File: config.mk
export PLATFORM = sky130hd
export DESIGN_NAME = agc_feedback
export DESIGN_NICKNAME = d
export VERILOG_FILES = /design/src/rtl/agc_pkg.sv /design/src/rtl/agc_level_det.sv /design/src/rtl/agc_decay_pacer.sv /design/src/rtl/agc_gain_loop.sv /design/src/rtl/agc_feedback.sv
export SDC_FILE = /design/constraint.sdc
export NUM_CORES = 1
export LEC_CHECK = 0
export ABC_AREA = 1
export BUFFER_PORTS_ARGS = -buffer_cell sky130_fd_sc_hd__buf_2
export CAP_MARGIN = 20
export CELL_PAD_IN_SITES_DETAIL_PLACEMENT = 0
export CELL_PAD_IN_SITES_GLOBAL_PLACEMENT = 1
export CORE_MARGIN = 2
export CORE_UTILIZATION = 36
export DETAILED_ROUTE_END_ITERATION = 10
export GPL_TIMING_DRIVEN = 0
export PLACE_DENSITY = 0.81
export SYNTH_ARGS = -nofsm -noshare
export SYNTH_HDL_FRONTEND = slang
export SYNTH_SLANG_ARGS = --single-unit
File: constraint.sdc
create_clock -name clk -period 4.3 [get_ports clk]
set_input_delay 0.215 -clock clk [delete_from_list [all_inputs] [get_ports clk]]
set_output_delay 0.215 -clock clk [all_outputs]
set_load 0.02 [all_outputs]
File: src/rtl/agc_pkg.sv
// Shared types for the feedback gain controller.
// Assumes: nothing beyond IEEE 1800-2017 packages.
package agc_pkg;

    // Outcome of comparing the detected level with the reference.
    typedef enum logic [1:0] {
        LVL_BELOW = 2'd0,
        LVL_EQUAL = 2'd1,
        LVL_ABOVE = 2'd2
    } lvl_cmp_e;

endpackage

File: src/rtl/agc_level_det.sv
// Level detector: converts one I/Q sample into an amplitude estimate
// max(|I|,|Q|) + min(|I|,|Q|)/2 and flags full-scale components.
// Assumes: two's complement inputs; outputs registered one cycle after valid.
module agc_level_det #(
    parameter int SAMPLE_W = 12,
    localparam int LVL_W   = SAMPLE_W + 1
) (
    input  logic                clk,
    input  logic                rst_n,
    input  logic                valid_in,
    input  logic [SAMPLE_W-1:0] i_in,
    input  logic [SAMPLE_W-1:0] q_in,
    output logic                lvl_vld,
    output logic [LVL_W-1:0]    level,
    output logic                overload
);

    localparam logic [LVL_W-1:0] FULL_SCALE = LVL_W'((1 << (SAMPLE_W - 1)) - 1);

    logic [LVL_W-1:0] mag_i, mag_q, mag_hi, mag_lo, level_d;
    logic             full_d;

    // Magnitudes computed at one extra bit so the most negative code fits.
    always_comb begin
        logic signed [LVL_W-1:0] ext_i, ext_q;
        ext_i = LVL_W'($signed(i_in));
        ext_q = LVL_W'($signed(q_in));
        mag_i = ext_i[LVL_W-1] ? LVL_W'(-ext_i) : LVL_W'(ext_i);
        mag_q = ext_q[LVL_W-1] ? LVL_W'(-ext_q) : LVL_W'(ext_q);
    end

    // Order the magnitudes, combine them and test for full scale.
    always_comb begin
        mag_hi  = (mag_i >= mag_q) ? mag_i : mag_q;
        mag_lo  = (mag_i >= mag_q) ? mag_q : mag_i;
        level_d = mag_hi + (mag_lo >> 1);
        full_d  = (mag_i >= FULL_SCALE) || (mag_q >= FULL_SCALE);
    end

    // Register the level, its strobe and the overload pulse.
    always_ff @(posedge clk) begin
        if (!rst_n) begin
            lvl_vld  <= 1'b0;
            level    <= '0;
            overload <= 1'b0;
        end else begin
            lvl_vld  <= valid_in;
            overload <= valid_in && full_d;
            if (valid_in) begin
                level <= level_d;
            end
        end
    end

endmodule

File: src/rtl/agc_decay_pacer.sv
// Decay pacer: counts weak samples and fires once per 2^DECAY_SHIFT of them.
// Assumes: a strong sample clears the count, an equal one leaves it alone.
module agc_decay_pacer
    import agc_pkg::*;
#(
    parameter int DECAY_SHIFT = 3
) (
    input  logic     clk,
    input  logic     rst_n,
    input  logic     lvl_vld,
    input  lvl_cmp_e cmp,
    output logic     fire
);

    generate
        if (DECAY_SHIFT == 0) begin : g_every
            // No pacing: every weak sample fires.
            always_comb fire = lvl_vld && (cmp == LVL_BELOW);
        end else begin : g_count
            logic [DECAY_SHIFT-1:0] cnt;

            // A full count on a weak sample marks the paced step.
            always_comb fire = lvl_vld && (cmp == LVL_BELOW) && (&cnt);

            // Advance on weak samples, clear on strong ones.
            always_ff @(posedge clk) begin
                if (!rst_n) begin
                    cnt <= '0;
                end else if (lvl_vld) begin
                    if (cmp == LVL_ABOVE) begin
                        cnt <= '0;
                    end else if (cmp == LVL_BELOW) begin
                        cnt <= cnt + 1'b1;
                    end
                end
            end
        end
    endgenerate

endmodule

File: src/rtl/agc_gain_loop.sv
// Gain loop: compares the level with the reference, applies attack or paced
// decay steps in 0.5 dB units and clamps the result to the gain window.
// Assumes: level already registered; the window may move at any time.
module agc_gain_loop
    import agc_pkg::*;
#(
    parameter int LVL_W  = 13,
    parameter int GAIN_W = 8,
    localparam int WIDE_W = GAIN_W + 2
) (
    input  logic              clk,
    input  logic              rst_n,
    input  logic              lvl_vld,
    input  logic [LVL_W-1:0]  level,
    input  logic [LVL_W-1:0]  cfg_ref,
    input  logic [GAIN_W-1:0] cfg_attack,
    input  logic [GAIN_W-1:0] cfg_decay,
    input  logic [GAIN_W-1:0] cfg_gain_min,
    input  logic [GAIN_W-1:0] cfg_gain_max,
    input  logic              decay_fire,
    output lvl_cmp_e          cmp,
    output logic [GAIN_W-1:0] gain_code
);

    logic signed [WIDE_W-1:0] cand, lim_hi, lim_lo, clipped;

    // Classify the level against the reference.
    always_comb begin
        if (level > cfg_ref)       cmp = LVL_ABOVE;
        else if (level < cfg_ref)  cmp = LVL_BELOW;
        else                       cmp = LVL_EQUAL;
    end

    // Candidate gain in a wider signed range so no step wraps.
    always_comb begin
        cand = $signed(WIDE_W'(gain_code));
        if (cmp == LVL_ABOVE) begin
            cand = $signed(WIDE_W'(gain_code)) - $signed(WIDE_W'(cfg_attack));
        end else if (decay_fire) begin
            cand = $signed(WIDE_W'(gain_code)) + $signed(WIDE_W'(cfg_decay));
        end
    end

    // Cut to the maximum first, then raise to the minimum.
    always_comb begin
        lim_hi  = $signed(WIDE_W'(cfg_gain_max));
        lim_lo  = $signed(WIDE_W'(cfg_gain_min));
        clipped = (cand > lim_hi) ? lim_hi : cand;
        clipped = (clipped < lim_lo) ? lim_lo : clipped;
    end

    // Load the maximum on reset, update only on a level strobe.
    always_ff @(posedge clk) begin
        if (!rst_n) begin
            gain_code <= cfg_gain_max;
        end else if (lvl_vld) begin
            gain_code <= clipped[GAIN_W-1:0];
        end
    end

endmodule

File: src/rtl/agc_feedback.sv
// Feedback gain controller top: level detector, decay pacer and gain loop.
// Assumes: synchronous active-low reset; config inputs quasi-static.
module agc_feedback
    import agc_pkg::*;
#(
    parameter int SAMPLE_W    = 12,
    parameter int GAIN_W      = 8,
    parameter int DECAY_SHIFT = 3
) (
    input  logic                clk,
    input  logic                rst_n,
    input  logic                valid_in,
    input  logic [SAMPLE_W-1:0] i_in,
    input  logic [SAMPLE_W-1:0] q_in,
    input  logic [SAMPLE_W:0]   cfg_ref,
    input  logic [GAIN_W-1:0]   cfg_attack,
    input  logic [GAIN_W-1:0]   cfg_decay,
    input  logic [GAIN_W-1:0]   cfg_gain_min,
    input  logic [GAIN_W-1:0]   cfg_gain_max,
    output logic [GAIN_W-1:0]   gain_code,
    output logic                overload
);

    localparam int LVL_W = SAMPLE_W + 1;

    logic             lvl_vld;
    logic [LVL_W-1:0] level;
    lvl_cmp_e         cmp;
    logic             decay_fire;

    agc_level_det #(.SAMPLE_W(SAMPLE_W)) u_det (
        .clk      (clk),
        .rst_n    (rst_n),
        .valid_in (valid_in),
        .i_in     (i_in),
        .q_in     (q_in),
        .lvl_vld  (lvl_vld),
        .level    (level),
        .overload (overload)
    );

    agc_decay_pacer #(.DECAY_SHIFT(DECAY_SHIFT)) u_pacer (
        .clk     (clk),
        .rst_n   (rst_n),
        .lvl_vld (lvl_vld),
        .cmp     (cmp),
        .fire    (decay_fire)
    );

    agc_gain_loop #(.LVL_W(LVL_W), .GAIN_W(GAIN_W)) u_loop (
        .clk          (clk),
        .rst_n        (rst_n),
        .lvl_vld      (lvl_vld),
        .level        (level),
        .cfg_ref      (cfg_ref),
        .cfg_attack   (cfg_attack),
        .cfg_decay    (cfg_decay),
        .cfg_gain_min (cfg_gain_min),
        .cfg_gain_max (cfg_gain_max),
        .decay_fire   (decay_fire),
        .cmp          (cmp),
        .gain_code    (gain_code)
    );

endmodule

==> metrics <==
status complete, but fails checks; failing checks setup timing; Port Buffers 78; EDFF count, synth 8; # nets final 1000; Setup violations, final 8; drc violations 0; gr usage total 18.2%; HP Class in2reg; Final Hold Violating Endpoints 0; clk_skew 0.00267 ns; Hold Crit Start cfg_gain_max[6]; drt first pass iters 4; Psw 1310 uW; final worst slack -0.220 ns; gpl congestion 0.877; slowest CP cell dfxtp_2; Critical Path Source u_det.level[10]; Arr. time, crit path 4.54 ns; Place WS -0.829 ns; Fmax 221 MHz; Avg Inst Size Synth 6.37 um^2; global-route wire length before repair 20000 um; initial antenna violation count 0; Vias/cell 4.82; library cells used by synthesis 43; clock power share 9.1%; max cap viols 0; Rows 40; Area contributors post-synth ha_1 21%, nand2_1 12%, inv_1 11%, dfxtp_1 8.1%, o21ai_0 6.4%; Ys Warns 0; final instance area 6520 um^2; Post-synth top cells 139 x nand2_1, 135 x inv_1, 73 x ha_1; most numerous cell on the critical path nand2_1; Syn-to-layout area delta 46.5%; placed cells 946; Yosys top cell area share 20.5%; Via Count 4914; htree depth 1; Post-DRT Antenna Nets 0; reg2reg path depth 35; Synth async-reset ratio 0%; largest net degree at the start of global routing 16; post-synthesis cell area 4450 um^2; Worst VDD drop 0.204 mV; Final Non-Filler Cells 1019; CP required 4.32 ns; Net Sw Frac 47.4%; Crit Reg-Reg Startpoint u_det.level[10]; CP delay by family, top simple AND/OR/NAND/NOR gates; RSZ-0062 raised after global routing true; CP max stage delay 0.35 ns; Max-slew headroom 63.6%; Final min period 4.52 ns; sequential share of the synthesized area 13.5%; Cell Int Power 1460 uW; Hold Buf Count CTS 0; CTS root buf clkbuf_16; Antenna diodes 0; Detail Placement HPWL 9360 um; count leader, synth nand2_1; clock slew seen by the registers of the worst setup and hold paths 0.06 ns; WL final 12700 um; Yosys reg bits 26; worst slew pin tran 0.540 ns; crit start category flop; CP endpoint kind flop; Setup CP Type reg2reg; GRT overflow 0; Clock Sinks 26; Initial Util 36.9%; Placeable Area 12100 um^2; fin. max-slew vios 0; cell count after synthesis 699; LEAKAGE 0.00334 uW; pwr dens 425 nW/um^2; final core occ 54.0%; Top FF cell, synth dfxtp_1; sequential power share 13.2%; Chip Height 115 um; vias in the first global route 4677; worst skew pair latency 0.27 ns; Die ar. 13300 um^2; CTS buffer count 3; DP Area 5080 um^2; fraction of layout cells with a size suffix above 1 38.1%; fin crit share 105%; Logic pwr share 77.7%; area leader, netlist ha_1; hold path cells 3; drt wl/cell 12.4 um; First DRT Iteration DRCs 120; R2R Path End u_loop.gain_code[2]; r2r setup slk -0.22 ns; Bufs on Longest Clock Path 2; worst-path maximum fanout 6; worst path bufs/invs 5; die width 115 um; WHS Endpoint u_loop.gain_code[6]; CTS tree yes; Top Ports 81
[stage by stage]
step           setup TNS (ns)  power (uW)  hold WS (ns)
2_1_floorplan               0        1470         0.401
3_3_place_gp            -6.37        1760         0.454
3_5_place_dp            -8.13        1790         0.460
4_1_cts                 -1.16        2380         0.231
5_1_grt                 -3.98        3020         0.258
6_report                -1.49        2770         0.230
[area by class of cell]
class | instances | area, um^2
flip-flops and latches | 26 | 609
clock buffers | 4 | 100
multi-input cells | 522 | 4010
repair buffers | 146 | 940
plain buffers | 13 | 116
inverters | 140 | 536
well taps | 168 | 210
fillers | 1158 | 5550
[worst max path at each step]
stage                     endpoint  slack (ns)  cells past startpoint
2_1_floorplan      u_det.level[10]        0.04                     31
3_3_place_gp       u_det.level[10]       -0.70                     29
3_5_place_dp       u_det.level[10]       -0.83                     29
4_1_cts            u_det.level[10]       -0.12                     32
5_1_grt        u_loop.gain_code[2]       -0.46                     32
6_report       u_loop.gain_code[2]       -0.22                     35
[per-layer routing]
layer	routed length (um)	part of all wire [%]	GRT usage, %	vias up
met5	0	0	0	-
met4	285	2.2	6.43	0
met1	5590	44	22.2	2222
met2	6520	51	34.0	91
li1	-	-	-	2581
met3	279	2.2	0.685	20
[worst register-to-register path: cells and delay by family, from the launching register on]
kind | cells | cell delay (ns)
flops | 1 | 0.35
compound gates | 7 | 0.88
buf+inv | 5 | 0.48
simple gates | 20 | 1.73
fa+ha+maj | 3 | 0.83
[power groups by stage]
stage,Combinational [uW],Clock (uW),Sequential [uW]
after floorplan,1090,0,376
after global placement,1390,0,362
after detailed placement,1420,0,366
after CTS,1760,253,367
after global routing,2390,260,375
final,2150,251,367
[flip-flops by register name, indices dropped and copies added (netlist names)]
| register | flops |
|---|---|
| u_det.level | 13 |
| u_loop.gain_code | 8 |
| u_pacer.g_count.cnt | 3 |
| u_det.lvl_vld | 1 |
| u_det.overload | 1 |
[placed cells by master, fill, tap and decap left out, types with 4 or more instances in the layout]
cell       Yosys  final
nand4_1       10     10
nor3_1        14      5
a21oi_2        1     17
ha_1          73     51
xnor2_1        8      8
nor3_2         0      7
buf_4          1     61
o21ai_1        5     14
clkbuf_16      0      5
ha_4           0     19
inv_2          3     12
nand2_4        4      8
inv_4          1      4
dfxtp_1       18     11
buf_2          1     77
nand2_1      139    118
o211ai_1       6      6
dfxtp_2        0      7
nand2_2        7     24
inv_1        135    123
o21ai_0       57     30
o21ai_2        0     16
buf_6          1     10
xor2_2         0      4
xor2_1        27     23
nor2_2         0      5
a21oi_1       55     38
nor2_1        42     36
nand3_1       35     23
nor2_4         3      4
nand3_2        4     15
clkbuf_1      10      6
edfxtp_1       8      8
[repair_timing]
item / 4_1_cts / 5_1_grt
setup endpoints to repair: 15 / 16
gates cloned: 4 / 0
gates resized for setup: 101 / 107
setup buffers: 39 / 26
pin swaps: 60 / 85
[cell families (layout without fill, tap and decap cells)]
kind of cell	count (synthesis)	after routing	synth area share (%)
buffers and inverters	153	303	13.2
AOI/OAI and AO/OA	136	136	16.5
other	2	3	0.169
DFF	26	26	13.5
adders and majority gates	76	76	21.9
xor gates and xnor gates	35	35	6.89
and+or+nand+nor	271	272	27.9
Power figures use the tool's default switching activity.
